--- src/rtl/clkctl_pkg.sv ---
package clkctl_pkg;

    parameter int DATA_W   = 32;
    parameter int NUM_REGS = 28;
    parameter int ADDR_W   = 12;
    parameter int SEL_W    = 4;

    localparam int IDX_W   = $clog2(NUM_REGS);
    localparam int CTL_IDX = 2;

    // bit positions inside the clock control word
    localparam int CPU_DIV_LSB = 30;
    localparam int AHB_DIV_LSB = 28;
    localparam int BYPASS_BIT  = 22;
    localparam int SRC_BIT     = 14;
    localparam int DIV_W       = 2;

    localparam logic [DATA_W-1:0] XTAL_HZ = 32'd24_000_000;
    localparam logic [DATA_W-1:0] SLOW_HZ = 32'd32_768;

    localparam logic [SEL_W-1:0] SEL_NONE   = 4'd0;
    localparam logic [SEL_W-1:0] SEL_IPG    = 4'd1;
    localparam logic [SEL_W-1:0] SEL_IPG_HI = 4'd2;
    localparam logic [SEL_W-1:0] SEL_SLOW   = 4'd3;

    typedef enum logic [0:0] {BUS_IDLE, BUS_DONE} bus_state_t;
    typedef enum logic [0:0] {Q_IDLE, Q_RESP} q_state_t;

    function automatic logic [DATA_W-1:0] preset(input int idx);
        case (idx)
            0:              preset = 32'h800B_2C01;
            1:              preset = 32'h8404_2800;
            2:              preset = 32'hD003_0000;
            3:              preset = 32'h028A_0100;
            4:              preset = 32'h0400_8100;
            5:              preset = 32'h0000_0438;
            6, 7, 8, 9:     preset = 32'h0101_0101;
            22:             preset = 32'h00A0_0000;
            23, 24:         preset = 32'h0000_A030;
            25:             preset = 32'h4300_0000;
            default:        preset = '0;
        endcase
    endfunction

endpackage

--- src/rtl/clkctl_regfile.sv ---
module clkctl_regfile
    import clkctl_pkg::*;
#(
    parameter int N_REGS = NUM_REGS,
    parameter int AW     = ADDR_W
) (
    input  logic              clk,
    input  logic              rst_n,
    input  logic              bus_req,
    input  logic              bus_we,
    input  logic [AW-1:0]     bus_addr,
    input  logic [3:0]        bus_be,
    input  logic [DATA_W-1:0] bus_wdata,
    output logic              bus_ack,
    output logic [DATA_W-1:0] bus_rdata,
    output logic              bus_err,
    output logic [DIV_W-1:0]  cpu_div,
    output logic [DIV_W-1:0]  ahb_div,
    output logic              bypass,
    output logic              cpu_src
);

    localparam int LIMIT = N_REGS * 4;
    localparam int IW    = $clog2(N_REGS);

    bus_state_t        state, nxt;
    logic [DATA_W-1:0] regs [N_REGS];
    logic              legal;
    logic [IW-1:0]     idx;
    logic [DATA_W-1:0] rd_word;

    assign legal = (bus_addr < AW'(LIMIT)) && (bus_addr[1:0] == 2'b00) && (bus_be == 4'hF);
    assign idx   = bus_addr[IW+1:2];

    generate
        for (genvar g = 0; g < N_REGS; g++) begin : g_word
            logic [DATA_W-1:0] q;
            always_ff @(posedge clk or negedge rst_n) begin
                if (!rst_n)
                    q <= preset(g);
                else if (bus_req && bus_we && legal && (idx == IW'(g)))
                    q <= bus_wdata;
            end
            assign regs[g] = q;
        end
    endgenerate

    always_comb begin
        rd_word = '0;
        for (int i = 0; i < N_REGS; i++)
            if (idx == IW'(i)) rd_word = regs[i];
    end

    // state register
    always_ff @(posedge clk or negedge rst_n) begin
        if (!rst_n) state <= BUS_IDLE;
        else        state <= nxt;
    end

    always_comb begin
        unique case (state)
            BUS_IDLE: nxt = bus_req ? BUS_DONE : BUS_IDLE;
            BUS_DONE: nxt = bus_req ? BUS_DONE : BUS_IDLE;
            default:  nxt = BUS_IDLE;
        endcase
    end

    // outputs
    always_ff @(posedge clk or negedge rst_n) begin
        if (!rst_n) begin
            bus_rdata <= '0;
            bus_err   <= 1'b0;
        end else if (bus_req) begin
            bus_err   <= !legal;
            bus_rdata <= (legal && !bus_we) ? rd_word : '0;
        end
    end

    assign bus_ack = (state == BUS_DONE);

    assign cpu_div = regs[CTL_IDX][CPU_DIV_LSB +: DIV_W];
    assign ahb_div = regs[CTL_IDX][AHB_DIV_LSB +: DIV_W];
    assign bypass  = regs[CTL_IDX][BYPASS_BIT];
    assign cpu_src = regs[CTL_IDX][SRC_BIT];

endmodule

--- src/rtl/clkctl_freq_calc.sv ---
module clkctl_freq_calc
    import clkctl_pkg::*;
(
    input  logic [DATA_W-1:0] pll_hz,
    input  logic [DIV_W-1:0]  cpu_div,
    input  logic [DIV_W-1:0]  ahb_div,
    input  logic              bypass,
    input  logic              cpu_src,
    output logic [DATA_W-1:0] ipg_hz
);

    logic [DATA_W-1:0] mpll_hz, src_hz, cpu_hz, ahb_hz;
    logic [DATA_W+1:0] triple;

    function automatic logic [DATA_W-1:0] div_small(input logic [DATA_W-1:0] x,
                                                    input logic [DIV_W-1:0] d);
        case (d)
            2'd0:    div_small = x;
            2'd1:    div_small = x >> 1;
            2'd2:    div_small = x / 3;
            default: div_small = x >> 2;
        endcase
    endfunction

    always_comb begin
        mpll_hz = bypass ? XTAL_HZ : pll_hz;
        triple  = {2'b00, mpll_hz} * 34'd3;
        src_hz  = cpu_src ? triple[DATA_W+1:2] : mpll_hz;
        cpu_hz  = div_small(src_hz, cpu_div);
        ahb_hz  = div_small(cpu_hz, ahb_div);
        ipg_hz  = ahb_hz >> 1;
    end

endmodule

--- src/rtl/clkctl_query_fsm.sv ---
module clkctl_query_fsm
    import clkctl_pkg::*;
(
    input  logic              clk,
    input  logic              rst_n,
    input  logic              q_valid,
    input  logic [SEL_W-1:0]  q_sel,
    input  logic [DATA_W-1:0] ipg_hz,
    output logic              q_ready,
    output logic              resp_valid,
    output logic [DATA_W-1:0] resp_freq,
    output logic              resp_err
);

    q_state_t          state, nxt;
    logic              take;
    logic [DATA_W-1:0] pick;
    logic              bad;

    assign take = q_valid && (state == Q_IDLE);

    always_comb begin
        bad = 1'b0;
        unique case (q_sel)
            SEL_NONE:            pick = '0;
            SEL_IPG, SEL_IPG_HI: pick = ipg_hz;
            SEL_SLOW:            pick = SLOW_HZ;
            default: begin
                pick = '0;
                bad  = 1'b1;
            end
        endcase
    end

    // state register
    always_ff @(posedge clk or negedge rst_n) begin
        if (!rst_n) state <= Q_IDLE;
        else        state <= nxt;
    end

    always_comb begin
        unique case (state)
            Q_IDLE:  nxt = take ? Q_RESP : Q_IDLE;
            Q_RESP:  nxt = Q_IDLE;
            default: nxt = Q_IDLE;
        endcase
    end

    // outputs
    always_ff @(posedge clk or negedge rst_n) begin
        if (!rst_n) begin
            resp_freq <= '0;
            resp_err  <= 1'b0;
        end else if (take) begin
            resp_freq <= pick;
            resp_err  <= bad;
        end
    end

    assign q_ready    = (state == Q_IDLE);
    assign resp_valid = (state == Q_RESP);

endmodule

--- src/rtl/clkctl_bank.sv ---
module clkctl_bank
    import clkctl_pkg::*;
(
    input  logic              clk,
    input  logic              rst_n,
    input  logic              bus_req,
    input  logic              bus_we,
    input  logic [ADDR_W-1:0] bus_addr,
    input  logic [3:0]        bus_be,
    input  logic [DATA_W-1:0] bus_wdata,
    output logic              bus_ack,
    output logic [DATA_W-1:0] bus_rdata,
    output logic              bus_err,
    input  logic [DATA_W-1:0] pll_hz,
    input  logic              q_valid,
    input  logic [SEL_W-1:0]  q_sel,
    output logic              q_ready,
    output logic              resp_valid,
    output logic [DATA_W-1:0] resp_freq,
    output logic              resp_err
);

    logic [DIV_W-1:0]  cpu_div, ahb_div;
    logic              bypass, cpu_src;
    logic [DATA_W-1:0] ipg_hz;

    clkctl_regfile #(.N_REGS(NUM_REGS), .AW(ADDR_W)) u_regs (
        .clk(clk), .rst_n(rst_n),
        .bus_req(bus_req), .bus_we(bus_we), .bus_addr(bus_addr),
        .bus_be(bus_be), .bus_wdata(bus_wdata),
        .bus_ack(bus_ack), .bus_rdata(bus_rdata), .bus_err(bus_err),
        .cpu_div(cpu_div), .ahb_div(ahb_div), .bypass(bypass), .cpu_src(cpu_src)
    );

    clkctl_freq_calc u_calc (
        .pll_hz(pll_hz), .cpu_div(cpu_div), .ahb_div(ahb_div),
        .bypass(bypass), .cpu_src(cpu_src), .ipg_hz(ipg_hz)
    );

    clkctl_query_fsm u_query (
        .clk(clk), .rst_n(rst_n), .q_valid(q_valid), .q_sel(q_sel),
        .ipg_hz(ipg_hz), .q_ready(q_ready), .resp_valid(resp_valid),
        .resp_freq(resp_freq), .resp_err(resp_err)
    );

endmodule

--- config.mk ---
export PLATFORM = sky130hd
export DESIGN_NAME = clkctl_bank
export DESIGN_NICKNAME = d
export VERILOG_FILES = /design/src/rtl/clkctl_pkg.sv /design/src/rtl/clkctl_regfile.sv /design/src/rtl/clkctl_freq_calc.sv /design/src/rtl/clkctl_query_fsm.sv /design/src/rtl/clkctl_bank.sv
export SDC_FILE = /design/constraint.sdc
export NUM_CORES = 2
export LEC_CHECK = 0
export BUFFER_PORTS_ARGS = -buffer_cell sky130_fd_sc_hd__clkbuf_2
export CORE_ASPECT_RATIO = 1.2
export CORE_MARGIN = 5
export CORE_UTILIZATION = 50
export DETAILED_ROUTE_END_ITERATION = 8
export PLACE_DENSITY = 0.68
export SLEW_MARGIN = 15
export SYNTH_ARGS = -nofsm -noshare
export SYNTH_HDL_FRONTEND = slang
export SYNTH_HIERARCHICAL = 1
export SYNTH_SLANG_ARGS = --single-unit
--- constraint.sdc ---
create_clock -name clk -period 20.1 [get_ports clk]
set_clock_uncertainty 0.15 [all_clocks]
set_input_delay 5.025 -clock clk [delete_from_list [all_inputs] [get_ports clk]]
set_output_delay 5.025 -clock clk [all_outputs]
set_load 0.05 [all_outputs]
# Word-level counts from Yosys, hierarchy flattened
# Index checks and enable logic that the tools add are counted.
[totals] reg_bits=964 latchBits=0 mem_bits_rw=0 rom_bits=0 input_bits=89 n_memories=0
[classes] addsub=0 mul=1 n_div=2 n_lt_le_gt_ge=1 n_eq_ne=35 shifts=0 n_mux=38 bitwise=1 n_reduce_logical=43
[ops] op="2-to-1 mux 32 bit" count=31
[ops] op="one-hot mux 32 bit (3 select lines)" count=2
[ops] op="divider 32 x 2 -> 32 bit, second input constant" count=2
[ops] op="one-hot mux 31 bit (2 select lines)" count=1
[ops] op="== test 5 bit, second input constant" count=12
[ops] op="== test 5 x 4 -> 1 bit, second input constant" count=8
[ops] op="logical AND 1 bit" count=34
[ops] op="multiplier 32 x 2 -> 34 bit, second input constant" count=1
[ops] op="== test 5 x 3 -> 1 bit, second input constant" count=4
[ops] op="< comparator 12 x 7 -> 1 bit, second input constant" count=1
[ops] op="== test 5 x 2 -> 1 bit, second input constant" count=2
[ops] op="== test 4 x 2 -> 1 bit, second input constant" count=2
[ops] op="zero test 2 bit" count=3
[ops] op="== test 5 x 1 -> 1 bit, second input constant" count=1
[ops] op="zero test 5 bit" count=1
[ops] op="== test 2 x 1 -> 1 bit, second input constant" count=2
[ops] op="== test 2 bit, second input constant" count=2
[ops] op="== test 4 x 1 -> 1 bit, second input constant" count=1
[ops] op="== test 4 bit, second input constant" count=1
[ops] op="zero test 4 bit" count=1
[ops] op="OR reduction 4 bit" count=1
[ops] op="2-to-1 mux 1 bit" count=3
[ops] op="zero test 1 bit" count=2
[ops] op="one-hot mux 1 bit (2 select lines)" count=1
[ops] op="other kinds (2)" count=2

# Depth between registers and ports, before layout
[depth] depth_word=30 ltp_mapped=76

# By module
# The synthesis kept the hierarchy.
[modules_own_cells] mod="clkctl_regfile" instances=1 cells_per_inst=3400 area_each_um2=44237.4
[modules_own_cells] mod="clkctl_freq_calc" instances=1 cells_per_inst=1911 area_each_um2=11466.0
[modules_own_cells] mod="clkctl_query_fsm" instances=1 cells_per_inst=147 area_each_um2=1724.2

# Worst setup path before layout
# Ideal clock, no wire load.
[synth_path] path_type="input -> register" startpoint="input pll_hz[18]" endpoint="register u_query.resp_freq[0]" setup_ns=0.096 arrival_ns=18.680 path_slack_ns=1.174 path_stages=65 cell_sequence="or2_2 ha_1 buf_2 nand2_1 o21a_1 and2_0 a221o_1 a2111oi_2 nor2_1 buf_2 o21ai_1 mux2i_1 o311a_1 a211oi_2 buf_4 nor4_2 or4_4 o2111ai_1 (+29 left out) a221o_1 a21oi_4 o41ai_1 a221oi_2 o211ai_4 buf_2 a221o_1 a222oi_1 buf_4 o31ai_4 a221oi_1 a311o_1 a211oi_1 a2111oi_0 o2111a_1 o32a_1 inv_1 o32ai_2"
[synth_between] elab_chain_cells=8
[synth_lines] item="from (decl)" line_no="clkctl_bank.sv:14" text="input logic [DATA_W-1:0] pll_hz,"
[synth_lines] item="2-to-1 mux 32 bit (*)" line_no="clkctl_freq_calc.sv:26" text="mpll_hz = bypass ? XTAL_HZ : pll_hz;"
[synth_lines] item="multiplier 32 x 2 -> 34 bit" line_no="clkctl_freq_calc.sv:27" text="triple = {2'b00, mpll_hz} * 34'd3;"
[synth_lines] item="2-to-1 mux 32 bit (*)" line_no="clkctl_freq_calc.sv:28" text="src_hz = cpu_src ? triple[DATA_W+1:2] : mpll_hz;"
[synth_lines] item="divider 32 x 2 -> 32 bit" line_no="clkctl_freq_calc.sv:20" text="2'd2: div_small = x / 3;"
[synth_lines] item="one-hot mux 32 bit (3 select lines) (*)" line_no="clkctl_freq_calc.sv:17" text="case (d)"
[synth_lines] item="divider 32 x 2 -> 32 bit" line_no="clkctl_freq_calc.sv:20"
[synth_lines] item="one-hot mux 32 bit (3 select lines) (*)" line_no="clkctl_freq_calc.sv:17"
[synth_lines] item="net ipg_hz[0]" line_no="clkctl_bank.sv:25" text="logic [DATA_W-1:0] ipg_hz;"
[synth_lines] item="one-hot mux 31 bit (2 select lines) (*)" line_no="clkctl_query_fsm.sv:24" text="unique case (q_sel)"
[synth_lines] item="to (signal assigned)" line_no="clkctl_query_fsm.sv:55" text="resp_freq <= pick;"
[synth_lines] item="to (decl)" line_no="clkctl_query_fsm.sv:11" text="output logic [DATA_W-1:0] resp_freq,"
# Mark *: on every way through the listed nets, which the timed path passes. The rest lies on a longest branch.
# A chain may end at the register's enable or synchronous reset.

# Worst setup path in the final report
# Ends and elaborated chain as after synthesis.

==> qor.yml <==
run_status:
  outcome: "complete, no violations"
sta:
  worst_slack_ns: 0.872
  period_share_pct: 95.7
  fmax_mhz: 52.0
  fin_crit_ns: 19.23
  rsz0062_at_grt: "false"
  setup_viol: 0
  holdWs_ns: 0.332
  worst_pin_slew_ns: 1.40
  drv_slew: 0
  hold_viol: 0
  maxSlewHeadroom_pct: 5.95
clock_tree:
  h-tree-depth: 3
  clock_sinks: 964
  clk_pin_slew_ns: 0.06
  clk_latency_ns: 0.72
  cts_buffers: 97
  cts-root-buf: "clkbuf_16"
  cts.path.max_buffers: 3
  cts_tree: "yes"
drt:
  wl_um: 215000
  drt_iter0_markers: 5523
  drc: 0
  dr.pass1.iters: 6
  wl_per_cell_um: 30.6
  drtAntennaViolNets: 0
  vias: 48155
  routed_via_density: 6.86
critical_path:
  crit_type: "input port to register"
  crit_path_frequent_cell: "buf_4"
  worst_setup_path_end_kind: "register"
  slowest_stage: "a2111o_1"
  startpoint_type: "input port"
  ff2ff_path_depth: 66
  cp_slowest_stage_delay_ns: 0.53
  cp_max_fo: 9
  crit_arrival_ns: 19.62
  critPathRequiredTime_ns: 20.50
global_route:
  grtUsageTotal_pct: 33.8
  grt_max_degree: 109
  grt_pass1_wl_um: 312000
  grt_pass1_vias: 46384
  grt_overflow: 0
  antenna_found_initial: 13
synth:
  synth_edf_count: 0
  synthXorXnorAreaFrac_pct: 0.745
  yosys_warnings: 6
  yosys.area_share.adder_pct: 0.536
  synth_top_flop_cell: "dfrtp_1"
  ys_seq_area_share_pct: 42.1
  synthSimpleGateAreaFrac_pct: 11.0
  synth_top_family_by_area: "multiplexers"
  syn_area_sq_mm: 0.0574
  synth_nets: 5570
  ys_seq_elements: 964
  syn_inst: 5458
  synth_area_per_cell_sq_um: 10.5
  synth_cell_types: 137
  synth_mux_area_share_pct: 21.6
  synth_compound_area_share_pct: 18.7
  async_reset_ff_share_pct: 100
placed_design:
  placed_area_sq_mm: 0.0594
  gp_congestion: 0.955
  dp_hpwl_um: 135000
  io_buffers: 157
  dp_slack_ns: -0.230
floorplan:
  pin_count: 158
  core_sq_mm: 0.114
  die_w_um: 319
  fp.dieArea_sq_mm: 0.122
  rows: 136
  initial_core_util_pct: 50.2
  fp.dieH_um: 381
pwr:
  peakVddDrop_mv: 0.0774
  p_leak_nw: 30.4
  p_total_mw: 4.63
  powerDensity_mw_per_mm2: 73.5
finish:
  final-seq-area_sq_mm: 0.0242
  finalNetCount: 5527
  num-fill-cells: 9859
  syn_to_final_growth_pct: 9.76
  drive_gt1_share_pct: 26.2
  finalInstanceArea_sq_mm: 0.0630
  multi_input_area_sq_mm: 0.0305
  post-route-util_pct: 55.1
worst_hold_path:
  hold_path_depth: 1
  worstHoldPathType: "register to register"
run:
  cap_violations: 0
area by class of cell:
cell class,count,area share (%)
clock buffers,141,4.56
repair buffers,379,3.93
multi-input cells,3842,48.5
diodes,8,0.0318
clock inverters,41,0.840
flip-flops and latches,964,38.4
inverters,131,0.780
well taps,1518,3.01
critical path, delay by kind of cell:
kind | cells | cell delay (ns)
AO/OA/AOI/OAI | 39 | 9.17
XOR/XNOR | 1 | 0.20
AND/OR/NAND/NOR | 14 | 3.63
buffers and inverters | 7 | 0.95
adder cells (fa/ha/maj) | 2 | 0.64
repair_timing:
action                                 CTS  global route
setup endpoints to repair                0             4
gates resized for setup                  0            35
endpoints found under the hold margin    0             0
hold buffers                             0             0
setup buffers                            0             4
final timing paths:
path	from	end	slack [ns]
min reg2reg	u_regs/g_word[22].q[26]$_DFFE_PN0P_	u_regs/g_word[22].q[26]$_DFFE_PN0P_	0.33
max reg2reg	u_regs/g_word[2].q[22]$_DFFE_PN0P_	u_query/resp_freq[0]$_DFFE_PN0P_	4.11
min in group asynchronous	rst_n	u_regs/g_word[18].q[23]$_DFFE_PN0P_	4.16
max	pll_hz[18]	u_query/resp_freq[0]$_DFFE_PN0P_	0.87
max in group asynchronous	rst_n	u_query/resp_freq[13]$_DFFE_PN0P_	12.02
min	u_regs/g_word[22].q[26]$_DFFE_PN0P_	u_regs/g_word[22].q[26]$_DFFE_PN0P_	0.33
routing by layer:
| metal | track usage [%] | up-vias | share of wire [%] |
|---|---|---|---|
| li1 | - | 20183 | - |
| met1 | 41.3 | 24143 | 36 |
| met2 | 54.0 | 2948 | 46 |
| met3 | 8.27 | 877 | 10 |
| met4 | 21.2 | 4 | 8.0 |
| met5 | 0 | - | 0.013 |
synthesized netlist by cell type, drive strengths merged, types with 37 or more instances:
master	n	area, sq um
nor4	37	269
o211ai	54	429
buf	236	1470
nand2	378	1530
a22oi	159	1200
nor2b	47	294
o22ai	61	394
dfrtp	905	22600
o21ai	291	1470
nand3	106	531
and3	60	375
clkbuf	285	1070
a31oi	49	337
dfstp	59	1550
a211oi	51	398
mux2	926	11400
xnor2	41	367
a21o	39	293
nor2	371	1440
a2111oi	41	405
mux2i	50	504
o32ai	44	614
a221oi	40	369
a21oi	291	1480
inv	127	477
nor3	82	432
layout by cell type, fill, tap and decap left out, types with 77 or more instances in the layout:
cell,n
mux2_2,326
clkbuf_16,99
inv_1,125
nand3_1,104
mux2_1,330
a22oi_1,157
nor3_1,77
a21oi_1,286
mux2_4,270
dfrtp_1,904
buf_4,222
nor2_1,343
clkbuf_2,153
nand2_1,352
o21ai_0,261
stage by stage:
| stage | TNS, ns | cells |
|---|---|---|
| after floorplan | 0 | 5458 |
| after global placement | 0 | 6829 |
| after detailed placement | -0.230 | 6829 |
| after CTS | 0 | 7011 |
| after global routing | 0 | 7019 |
| final | 0 | 7024 |
state kept, by name, summed over array words and instances (netlist names):
name / flops
u_query/resp_err: 1
u_regs/bus_err: 1
u_query/resp_freq: 32
u_regs/g_word.q: 896
u_regs/bus_ack: 1
u_query/resp_valid: 1
u_regs/bus_rdata: 32
where the power goes:
part / leakage (nW) / internal (mW) / switching, mW
logic: 15.5 / 0.235 / 0.515
clock network: 1.68 / 1.11 / 0.829
registers: 13.2 / 1.95 / 0.00258
logic make-up (layout without fill, tap and decap cells):
| kind of cell | after synthesis | count (layout) |
|---|---|---|
| AO/OA/AOI/OAI | 1488 | 1488 |
| flip-flops | 964 | 964 |
| other | 1 | 9 |
| multiplexers | 996 | 996 |
| buffers and inverters | 652 | 692 |
| AND/OR/NAND/NOR | 1284 | 1284 |
| XOR/XNOR | 48 | 48 |
| adder cells (fa/ha/maj) | 25 | 25 |
Power figures use the tool's default switching activity.
